<file path="src/rtl/disp_addr_pkg.sv">
package disp_addr_pkg;
  typedef enum logic {
    ADDR_BYTE = 1'b0,
    ADDR_WORD = 1'b1
  } addr_mode_e;

  localparam int PLANE_CNT = 2;
endpackage

</file>
<file path="src/rtl/start_addr_regs.sv">
module start_addr_regs #(
  parameter int ADDR_W = 16,
  parameter int BYTE_W = 8,
  localparam int NBYTES = ADDR_W / BYTE_W
) (
  input  logic              clk,
  input  logic              rst,
  input  logic [NBYTES-1:0] byte_we,
  input  logic [BYTE_W-1:0] wdata,
  output logic [ADDR_W-1:0] start_q
);
  // Holding bytes; only read by the counter at frame start.
  for (genvar b = 0; b < NBYTES; b++) begin : g_byte
    always_ff @(posedge clk) begin
      if (rst) begin
        start_q[b*BYTE_W +: BYTE_W] <= '0;
      end else if (byte_we[b]) begin
        start_q[b*BYTE_W +: BYTE_W] <= wdata;
      end
    end
  end
endmodule

</file>
<file path="src/rtl/scan_counter.sv">
module scan_counter #(
  parameter int ADDR_W = 16
) (
  input  logic              clk,
  input  logic              rst,
  input  logic              load,
  input  logic              step,
  input  logic [ADDR_W-1:0] load_val,
  output logic [ADDR_W-1:0] count_q
);
  always_ff @(posedge clk) begin
    if (rst) begin
      count_q <= '0;
    end else if (load) begin
      count_q <= load_val;
    end else if (step) begin
      count_q <= count_q + 1'b1;
    end
  end
endmodule

</file>
<file path="src/rtl/fetch_addr_map.sv">
module fetch_addr_map
  import disp_addr_pkg::*;
#(
  parameter int ADDR_W = 16
) (
  input  logic                 clk,
  input  logic                 rst,
  input  logic                 issue,
  input  addr_mode_e           mode,
  input  logic [ADDR_W-1:0]    count,
  output logic [ADDR_W-1:0]    addr_q,
  output logic                 valid_q,
  output logic [PLANE_CNT-1:0] planes_q
);
  logic [ADDR_W-1:0] rot;

  // Word addressing: rotate the count left by one bit.
  for (genvar i = 0; i < ADDR_W; i++) begin : g_rot
    if (i == 0) begin : g_lsb
      assign rot[i] = count[ADDR_W-1];
    end else begin : g_up
      assign rot[i] = count[i-1];
    end
  end

  logic [ADDR_W-1:0] addr_d;
  always_comb begin
    unique case (mode)
      ADDR_WORD: addr_d = rot;
      default:   addr_d = count;
    endcase
  end

  always_ff @(posedge clk) begin
    if (rst) begin
      addr_q   <= '0;
      valid_q  <= 1'b0;
      planes_q <= '0;
    end else begin
      valid_q  <= issue;
      planes_q <= {PLANE_CNT{issue}};
      if (issue) begin
        addr_q <= addr_d;
      end
    end
  end
endmodule

</file>
<file path="src/rtl/disp_fetch_addr_gen.sv">
module disp_fetch_addr_gen
  import disp_addr_pkg::*;
#(
  parameter int ADDR_W = 16,
  parameter int BYTE_W = 8
) (
  input  logic              clk,
  input  logic              rst,
  input  logic              start_hi_we,
  input  logic              start_lo_we,
  input  logic [BYTE_W-1:0] start_wdata,
  input  logic              frame_start,
  input  logic              char_en,
  input  logic              word_mode,
  output logic [ADDR_W-1:0] fetch_addr,
  output logic              fetch_valid,
  output logic [1:0]        plane_rd
);
  logic [ADDR_W-1:0] start_q;
  logic [ADDR_W-1:0] ctr_q;
  logic              issue;

  // Reload takes priority over a step in the same cycle.
  assign issue = char_en & ~frame_start;

  start_addr_regs #(.ADDR_W(ADDR_W), .BYTE_W(BYTE_W)) u_regs (
    .clk     (clk),
    .rst     (rst),
    .byte_we ({start_hi_we, start_lo_we}),
    .wdata   (start_wdata),
    .start_q (start_q)
  );

  scan_counter #(.ADDR_W(ADDR_W)) u_ctr (
    .clk      (clk),
    .rst      (rst),
    .load     (frame_start),
    .step     (issue),
    .load_val (start_q),
    .count_q  (ctr_q)
  );

  fetch_addr_map #(.ADDR_W(ADDR_W)) u_map (
    .clk      (clk),
    .rst      (rst),
    .issue    (issue),
    .mode     (addr_mode_e'(word_mode)),
    .count    (ctr_q),
    .addr_q   (fetch_addr),
    .valid_q  (fetch_valid),
    .planes_q (plane_rd)
  );
endmodule

</file>
<file path="config.mk">
export PLATFORM = sky130hd
export DESIGN_NAME = disp_fetch_addr_gen
export DESIGN_NICKNAME = d
export VERILOG_FILES = /design/src/rtl/disp_addr_pkg.sv /design/src/rtl/start_addr_regs.sv /design/src/rtl/scan_counter.sv /design/src/rtl/fetch_addr_map.sv /design/src/rtl/disp_fetch_addr_gen.sv
export SDC_FILE = /design/constraint.sdc
export NUM_CORES = 1
export LEC_CHECK = 0
export ABC_AREA = 1
export BUFFER_PORTS_ARGS = -buffer_cell sky130_fd_sc_hd__buf_4
export CORE_MARGIN = 2
export CORE_UTILIZATION = 56
export CTS_CLUSTER_SIZE = 12
export DETAILED_ROUTE_END_ITERATION = 8
export GPL_TIMING_DRIVEN = 0
export PLACE_DENSITY = 0.79
export SLEW_MARGIN = 20
export SYNTH_ARGS = -nofsm -noshare
export SYNTH_HDL_FRONTEND = slang
export SYNTH_SLANG_ARGS = --single-unit
</file>
<file path="constraint.sdc">
create_clock -name clk -period 1.6 [get_ports clk]
set_input_delay 0.16 -clock clk [delete_from_list [all_inputs] [get_ports clk]]
set_output_delay 0.16 -clock clk [all_outputs]
set_load 0.02 [all_outputs]
</file>
==> results.py, run 1 <==
metrics = {
    "critical_path": {
        "slowest_delay_ns": 0.44,
        "slowest_stage": "dfxtp_1",
        "cp_data_required_time_ns": 1.79,
        "path_cells": "ha_1, nand3_1, nor2_4, nand2_1, nor2_1, o22ai_1",
        "crit_type": "reg2reg",
        "worstSetupStartpointType": "flip-flop",
        "critPathBufInv": 0,
        "cp_data_arrival_time_ns": 1.64,
        "cp-end-kind": "flip-flop",
        "critPathTopFamily": "simple AND/OR/NAND/NOR gates",
        "path_max_fanout": 8,
    },
    "timing": {
        "fmax_ghz": 0.687,
        "max_slew_margin_pct": 68.4,
        "period_share_pct": 90.9,
        "fin_tns_setup_ns": 0,
        "finalHoldWorstSlack_ns": 0.0903,
        "drv_slew": 0,
        "min_period_ns": 1.45,
        "finalClockSkew_ns": 0.00673,
        "worst_slew_pin_slew_ns": 0.474,
        "finalSetupViolations": 0,
        "fin_ws_ns": 0.145,
        "grt_setup_unrepaired": "no",
        "finalHoldViolCount": 0,
    },
    "logic_synthesis": {
        "netlist_instances": 328,
        "synth_seq_cells": 49,
        "yosysSeqAreaShare_pct": 42.9,
        "synthesis.area_mm2": 0.00228,
        "synth_cell_types": 27,
        "ys_warn_count": 0,
        "synth_area_leaders": "dfxtp_1 (43%), nand2_1 (12%), o21ai_0 (9.4%), nor2_1 (7.6%), a21oi_1 (7.2%)",
        "synth_top_cells_by_count": "nand2_1 (75), dfxtp_1 (49), nor2_1 (46)",
        "synth_top_flop_cell": "dfxtp_1",
        "yosysTopAreaCellShare_pct": 42.9,
        "syn_avg_cell_area_um2": 6.97,
        "synth.most_common_cell": "nand2_1",
        "ys_async_sr_fraction_pct": 0,
        "synth_edf_count": 0,
        "yosys.area.top_type": "dfxtp_1",
        "synth_nets": 344,
    },
    "final_layout": {
        "multi_input_area_mm2": 0.00112,
        "final_nets": 381,
        "num_antenna_cells": 0,
        "final_cell_area_mm2": 0.00266,
        "layout.cells.non_filler": 415,
        "area_delta_synth_final_pct": 16.4,
        "seq_area_um2": 981,
        "drive_gt1_share_pct": 14.5,
        "fill_cells": 378,
        "post-route-util_pct": 67.0,
    },
    "placement": {
        "place.port_buffers": 30,
        "place_inst": 408,
        "place_area_mm2": 0.00257,
        "gp_congestion": 0.865,
        "detailed_place_hpwl_um": 4020,
        "post-place-ws_ns": 0.186,
    },
    "grt": {
        "grtUsageTotal_pct": 25.5,
        "grt_max_degree": 14,
        "grt_overflow": 0,
        "grt_pass1_vias": 1960,
        "grt_util_met2_pct": 41.8,
        "grt_most_used_layer": "met2",
        "use_met1_pct": 33.8,
        "grtUsageMet3_pct": 5.43,
        "antenna_found_initial": 0,
        "grt_pass1_wl_um": 8710,
    },
    "drt": {
        "viasPerCell": 5.42,
        "postRouteAntennaNets": 0,
        "routedWlPerCell_um": 13.3,
        "drc": 0,
        "routed_wl_um": 5530,
        "vias": 2250,
        "first_pass_iters": 4,
        "drt-initial-drc-count": 208,
    },
    "min_path": {
        "worstHoldPathType": "in2reg",
    },
    "floorplan": {
        "die_h_um": 67.9,
        "die_x_um": 67.9,
        "core_area_mm2": 0.00397,
        "initial_core_util_pct": 57.5,
        "ioPinCount": 34,
        "placementRows": 23,
        "die_area_mm2": 0.00461,
    },
    "clocking": {
        "cts_sinks": 49,
        "ctsResizeCount": 0,
        "cts_buffers": 5,
        "clkSlewWorstSetupHoldPaths_ns": 0.09,
        "cts_setup_buffers": 0,
        "clkLatencyLatePin_ns": 0.30,
        "clockBufferDepth": 2,
        "cts-root-buf": "clkbuf_8",
        "htree_levels": 2,
        "cts_tree": "done",
        "postCtsHoldBufs": 0,
    },
    "pwr": {
        "ir_worst_vdd_mv": 0.731,
        "powerDensity_mw_per_mm2": 906,
        "leakagePower_nw": 1.12,
        "total_power_mw": 2.41,
    },
    "outcome": {
        "run_status": "completed",
    },
    "run": {
        "max_cap_violations": 0,
    },
}
-- cells by family (layout without fill, tap and decap cells) --
logic type	Yosys count	in the layout	share of synthesized area, %
buffers and inverters	41	78	7.83
adder cells (fa/ha/maj)	1	1	0.548
AND/OR/NAND/NOR	142	142	26.2
AO/OA/AOI/OAI	92	92	21.4
flip-flops	49	49	42.9
XOR/XNOR	3	3	1.15
-- tightest hold or removal path, cell delays in order --
cell    delay, ns
buf_4        0.08
nor2_1       0.04
nor2_1       0.08
-- cells in the final DEF, fill, tap and decap left out, types with 2 or more instances in the layout --
| cell | netlist | layout |
|---|---|---|
| a21oi_1 | 33 | 33 |
| o21ai_1 | 2 | 2 |
| dfxtp_1 | 49 | 49 |
| buf_2 | 4 | 4 |
| nand4_1 | 3 | 3 |
| clkbuf_1 | 6 | 7 |
| nor2_4 | 3 | 3 |
| o22ai_1 | 5 | 5 |
| inv_2 | 3 | 3 |
| inv_1 | 21 | 21 |
| o21ai_0 | 43 | 43 |
| clkbuf_8 | 0 | 6 |
| nand2_1 | 75 | 75 |
| a22oi_1 | 8 | 8 |
| xnor2_1 | 2 | 2 |
| buf_4 | 3 | 33 |
| nand3_1 | 12 | 12 |
| nor2_1 | 46 | 46 |
-- sequential cells by signal, indices dropped and copies added, names as in the netlist --
signal and flops:
u_ctr.count_q 16, u_map.addr_q 16, u_regs.start_q 16, u_map.planes_q 1
-- worst paths after layout --
kind	start	end	slack, ns	cells after the start
worst min-delay path	start_wdata[7]	u_regs.start_q[15]	0.09	3
worst max-delay path	u_ctr.count_q[0]	u_ctr.count_q[10]	0.15	6
worst min register to register	u_regs.start_q[11]	u_regs.start_q[11]	0.46	2
worst max register to register	u_ctr.count_q[0]	u_ctr.count_q[10]	0.15	6
-- report_power, final --
part	leakage (nW)	internal, mW	switching (mW)
logic	0.676	0.130	0.201
registers	0.404	1.29	0.0558
clock network	0.0443	0.343	0.389
-- per-layer routing --
layer / routed length, µm / vias to the layer above
li1: - / 1153
met1: 2560 / 1022
met2: 2580 / 68
met3: 322 / 7
met4: 68 / 0
met5: 0 / -
-- area by class of cell --
class	count	share of cell area [%]
Buffer	16	3.20
Clock buffer	7	3.25
Multi-Input combinational cell	238	42.3
Sequential cell	49	36.9
Tap cell	50	2.35
Timing Repair Buffer	30	8.47
Inverter	25	3.53
Power figures use the tool's default switching activity.
==> run 2: changes to the inputs <==
CELL_PAD_IN_SITES_DETAIL_PLACEMENT = 0   (was default)
CELL_PAD_IN_SITES_GLOBAL_PLACEMENT = 1   (was default)
CORE_UTILIZATION = 40   (was 56)
PLACE_DENSITY = default   (was 0.79)
PLACE_DENSITY_LB_ADDON = 0.1   (was default)
==> results.py, run 2 (synthesis gave the netlist of run 1 again) <==
metrics = {
    "critical_path": {
        "slowest_stage": "dfxtp_1",
        "cp_data_arrival_time_ns": 1.59,
        "timing.critical_path.from": "u_ctr.count_q[1]",
        "cp-end-kind": "flip-flop",
        "critPathTopFamily": "simple AND/OR/NAND/NOR gates",
        "rr_worst_depth": 6,
        "worstSetupStartpointType": "flip-flop",
        "crit_type": "reg2reg",
        "reg2reg_from": "u_ctr.count_q[1]",
        "slowest_delay_ns": 0.44,
        "critPathBufInv": 0,
        "cp_num_cells": 6,
        "cp_data_required_time_ns": 1.79,
        "path_max_fanout": 8,
        "path_cells": "ha_1, nand3_1, nor2_4, nand2_1, nor2_1, o22ai_1",
    },
    "grt": {
        "antenna_found_initial": 0,
        "grt_overflow": 0,
        "grt_max_degree": 14,
        "grt_pass1_vias": 2004,
        "grtUsageTotal_pct": 20.0,
        "grt_pass1_wl_um": 9790,
    },
    "floorplan": {
        "initial_core_util_pct": 41.5,
        "ioPinCount": 34,
        "die_area_mm2": 0.00633,
        "die_h_um": 79.6,
        "core_area_mm2": 0.00551,
        "placementRows": 27,
        "die_x_um": 79.6,
    },
    "placement": {
        "gp_congestion": 0.803,
        "place.port_buffers": 30,
        "post-place-ws_ns": 0.204,
        "detailed_place_hpwl_um": 4310,
        "place_area_mm2": 0.00260,
    },
    "clocking": {
        "ctsResizeCount": 0,
        "clkSlewWorstSetupHoldPaths_ns": 0.08,
        "cts_tree": "done",
        "htree_levels": 2,
        "cts_sinks": 49,
        "cts_buffers": 5,
        "clockBufferDepth": 2,
        "clkLatencyLatePin_ns": 0.30,
        "cts_setup_buffers": 0,
        "postCtsHoldBufs": 0,
        "cts-root-buf": "clkbuf_8",
    },
    "run": {
        "max_cap_violations": 0,
    },
    "timing": {
        "period_share_pct": 87.7,
        "fmax_ghz": 0.713,
        "worst_slew_pin_slew_ns": 0.493,
        "grt_setup_unrepaired": "no",
        "finalClockSkew_ns": 0.00610,
        "finalSetupViolations": 0,
        "finalHoldViolCount": 0,
        "finalHoldWorstSlack_ns": 0.0941,
        "fin_tns_setup_ns": 0,
        "min_period_ns": 1.40,
        "drv_slew": 0,
        "fin_ws_ns": 0.197,
        "max_slew_margin_pct": 67.2,
    },
    "final_layout": {
        "drive_gt1_share_pct": 14.6,
        "layout_common_cells": "nand2_1 (75), dfxtp_1 (49), nor2_1 (46), o21ai_0 (43)",
        "final_cell_area_mm2": 0.00267,
        "reg_top3": "u_ctr.count_q: 16 flops, u_map.addr_q: 16 flops, u_regs.start_q: 16 flops",
        "layout_commonest_cell": "nand2_1",
        "final_nets": 381,
        "area_delta_synth_final_pct": 17.0,
        "num_antenna_cells": 0,
    },
    "pwr": {
        "powerDensity_mw_per_mm2": 880,
        "ir_worst_vdd_mv": 0.504,
        "leakagePower_nw": 1.12,
    },
    "drt": {
        "first_pass_iters": 4,
        "routed_wl_um": 5820,
        "viasPerCell": 4.99,
        "vias": 2174,
        "drt-initial-drc-count": 121,
        "routedWlPerCell_um": 13.4,
        "postRouteAntennaNets": 0,
        "drc": 0,
    },
    "outcome": {
        "run_status": "completed",
    },
    "min_path": {
        "worstHoldPathType": "in2reg",
        "hold_start": "start_wdata[7]",
        "min_path_cells": 3,
    },
}
[run 2: worst paths after layout]
check / endpoint / slack (ns)
hold reg to reg: u_regs.start_q[11] / 0.46
hold / removal: u_regs.start_q[7] / 0.09
setup reg to reg: u_ctr.count_q[10] / 0.20
setup / recovery: u_ctr.count_q[10] / 0.20
[run 2: area by class of cell]
class                      instances  area, µm²
buffer                            16       85.1
tap                               72       90.1
multi-input combinational        238       1120
inverter                          25       93.8
clock inverter                     1       5.00
clock buffer                       5       68.8
timing repair buffer              30        225
fill                             629       2830
sequential                        49        981
[run 2: worst min-delay path, cell delays in order]
cell	delay (ns)
buf_4	0.08
nor2_1	0.04
nor2_1	0.08
[run 2: metrics by stage]
stage / instances / total power, mW / utilization (%)
after global routing: 436 / 2.48 / 48.6
after CTS: 436 / 2.39 / 48.6
after detailed placement: 430 / 1.71 / 47.2
after global placement: 430 / 1.71 / 47.2
after floorplan: 328 / 1.57 / -
final: 436 / 2.35 / 48.6
[run 2: report_power, final]
part | switching, mW | internal, mW
clock network | 0.383 | 0.288
logic | 0.202 | 0.130
registers | 0.0584 | 1.29
total | 0.643 | 1.71
[run 2: routing by layer]
layer / track usage [%] / vias up / part of all wire, %
li1: - / 1149 / -
met1: 27.1 / 970 / 49
met2: 31.8 / 49 / 45
met3: 3.96 / 6 / 4.2
met4: 6.55 / 0 / 1.3
met5: 0 / - / 0
==> run 3: changes to the inputs <==
ABC_AREA = default   (was 1)
CORE_UTILIZATION = 43   (was 40)
REMOVE_ABC_BUFFERS = 1   (was default)
==> results.py, run 3 <==
metrics = {
    "floorplan": {
        "ioPinCount": 34,
        "placementRows": 26,
        "die_x_um": 76.1,
        "initial_core_util_pct": 44.0,
        "die_area_mm2": 0.00579,
        "die_h_um": 76.1,
        "core_area_mm2": 0.00507,
    },
    "clocking": {
        "cts_tree": "done",
        "htree_levels": 2,
        "cts-root-buf": "clkbuf_8",
        "clkSlewWorstSetupHoldPaths_ns": 0.08,
        "postCtsHoldBufs": 0,
        "clockBufferDepth": 2,
        "cts_buffers": 5,
        "clkLatencyLatePin_ns": 0.30,
        "cts_sinks": 49,
    },
    "final_layout": {
        "final_nets": 282,
        "layout_commonest_cell": "nor2_1",
        "reg_top3": "u_ctr.count_q: 16 flops, u_map.addr_q: 16 flops, u_regs.start_q: 16 flops",
        "area_delta_synth_final_pct": 21.1,
        "num_antenna_cells": 0,
        "layout_common_cells": "nor2_1 (45), buf_4 (42), dfxtp_1 (38), mux2i_1 (32), a211oi_1 (19)",
        "final_cell_area_mm2": 0.00270,
        "drive_gt1_share_pct": 25.8,
    },
    "critical_path": {
        "slowest_stage": "dfxtp_4",
        "crit_type": "reg2reg",
        "worstSetupStartpointType": "flip-flop",
        "regToRegSetupSlack_ns": 0.04,
        "cp_data_arrival_time_ns": 1.75,
        "critPathTopFamily": "compound AO/OA/AOI/OAI gates",
        "path_cells": "ha_2, nand4_4, buf_6, o31a_1, o311a_1",
        "cp_data_required_time_ns": 1.79,
        "path_max_fanout": 7,
        "critPathBufInv": 1,
        "slowest_delay_ns": 0.38,
        "cp-end-kind": "flip-flop",
    },
    "logic_synthesis": {
        "synth_area_leaders": "dfxtp_1 (44%), mux2i_1 (14%), nor2_1 (7.6%), a211oi_1 (6.4%), clkbuf_1 (2.0%)",
        "synth_top_flop_cell": "dfxtp_1",
        "ys_async_sr_fraction_pct": 0,
        "synth_seq_cells": 49,
        "synthesis.area_mm2": 0.00223,
        "ys_warn_count": 0,
        "yosysSeqAreaShare_pct": 43.9,
        "synth_top_cells_by_count": "dfxtp_1 (49), nor2_1 (45), mux2i_1 (32)",
        "synth.most_common_cell": "dfxtp_1",
        "netlist_instances": 240,
        "syn_avg_cell_area_um2": 9.31,
        "yosys.area.top_type": "dfxtp_1",
        "synth_cell_types": 33,
        "synth_edf_count": 0,
        "yosysTopAreaCellShare_pct": 43.9,
    },
    "run": {
        "max_cap_violations": 0,
    },
    "drt": {
        "viasPerCell": 5.39,
        "routed_wl_um": 4890,
        "postRouteAntennaNets": 0,
        "routedWlPerCell_um": 14.5,
        "first_pass_iters": 5,
        "drt-initial-drc-count": 89,
        "drc": 0,
        "vias": 1815,
    },
    "pwr": {
        "total_power_mw": 2.41,
        "ir_worst_vdd_mv": 0.361,
        "powerDensity_mw_per_mm2": 893,
        "leakagePower_nw": 1.08,
    },
    "outcome": {
        "run_status": "completed",
    },
    "grt": {
        "grt_pass1_vias": 1611,
        "grt_max_degree": 45,
        "antenna_found_initial": 0,
        "grt_overflow": 0,
        "grt_pass1_wl_um": 8310,
        "grtUsageTotal_pct": 17.6,
    },
    "timing": {
        "finalHoldViolCount": 0,
        "drv_slew": 0,
        "finalHoldWorstSlack_ns": 0.0993,
        "finalClockSkew_ns": 0.00598,
        "grt_setup_unrepaired": "yes",
        "fmax_ghz": 0.640,
        "worst_slew_pin_slew_ns": 0.730,
        "min_period_ns": 1.56,
        "finalSetupViolations": 0,
        "period_share_pct": 97.7,
        "max_slew_margin_pct": 51.2,
    },
    "placement": {
        "gp_congestion": 0.744,
        "place.port_buffers": 33,
        "place_area_mm2": 0.00246,
        "detailed_place_hpwl_um": 3170,
    },
    "min_path": {
        "worstHoldPathType": "in2reg",
    },
}
-- run 3: cell families (layout without fill, tap and decap cells) --
family                   after synthesis  after routing  share of synthesized area (%)
adder cells (fa/ha/maj)                1              1                          0.560
multiplexers                          33             33                           14.8
flip-flops                            49             49                           43.9
AO/OA/AOI/OAI                         47             47                           17.4
XOR/XNOR                               3              3                           1.18
buffers and inverters                 28             55                           5.77
AND/OR/NAND/NOR                       79             79                           16.4
-- run 3: per-layer routing --
metal  vias up  share of wire [%]  GRT usage (%)
li1        925                  -              -
met1       834                 51           24.9
met2        49                 42           26.9
met3         7                5.1           3.79
met4         0                1.3           6.00
met5         -                  0              0
-- run 3: power breakdown --
group	switching [mW]	total, mW	internal (mW)
combinational	0.184	0.346	0.162
clock	0.386	0.698	0.311
sequential	0.0753	1.37	1.30
total	0.646	2.41	1.77
-- run 3: per-stage QoR --
step / setup slack (ns) / util, % / TNS, ns / instances
after floorplan: -0.0341 / - / -0.567 / 216
after global placement: -0.726 / 48.4 / -13.21 / 319
after detailed placement: -0.299 / 48.5 / -1.72 / 319
after CTS: 0.0109 / 51.9 / 0 / 333
after global routing: -0.0201 / 53.3 / -0.0376 / 337
final: 0.0373 / 53.3 / 0 / 337
-- run 3: worst reg2reg max path, cell delays in order (launching register included) --
cell and delay, ns:
dfxtp_4 0.38, ha_2 0.21, nand4_4 0.14, buf_6 0.17, o31a_1 0.27, o311a_1 0.28
-- run 3: layout make-up --
class	instances	area (µm²)
clock buffer	8	80.1
fill	502	2370
inverter	4	15.0
multi-input combinational	163	1190
sequential	49	1000
tap	70	87.6
timing repair buffer	43	327
-- run 3: worst paths after layout --
kind                        to         startpoint  cells after the start
min          u_regs.start_q[9]     start_wdata[1]                      3
min reg2reg   u_ctr.count_q[0]  u_regs.start_q[0]                      2
max reg2reg   u_ctr.count_q[8]   u_ctr.count_q[0]                      5
max           u_ctr.count_q[8]   u_ctr.count_q[0]                      5
-- run 3: timing repair --
action / in CTS / in global routing
buffers inserted: 6 / 4
setup endpoints to repair: 12 / 6
gates resized for setup: 13 / 11
pin swaps: 2 / 4
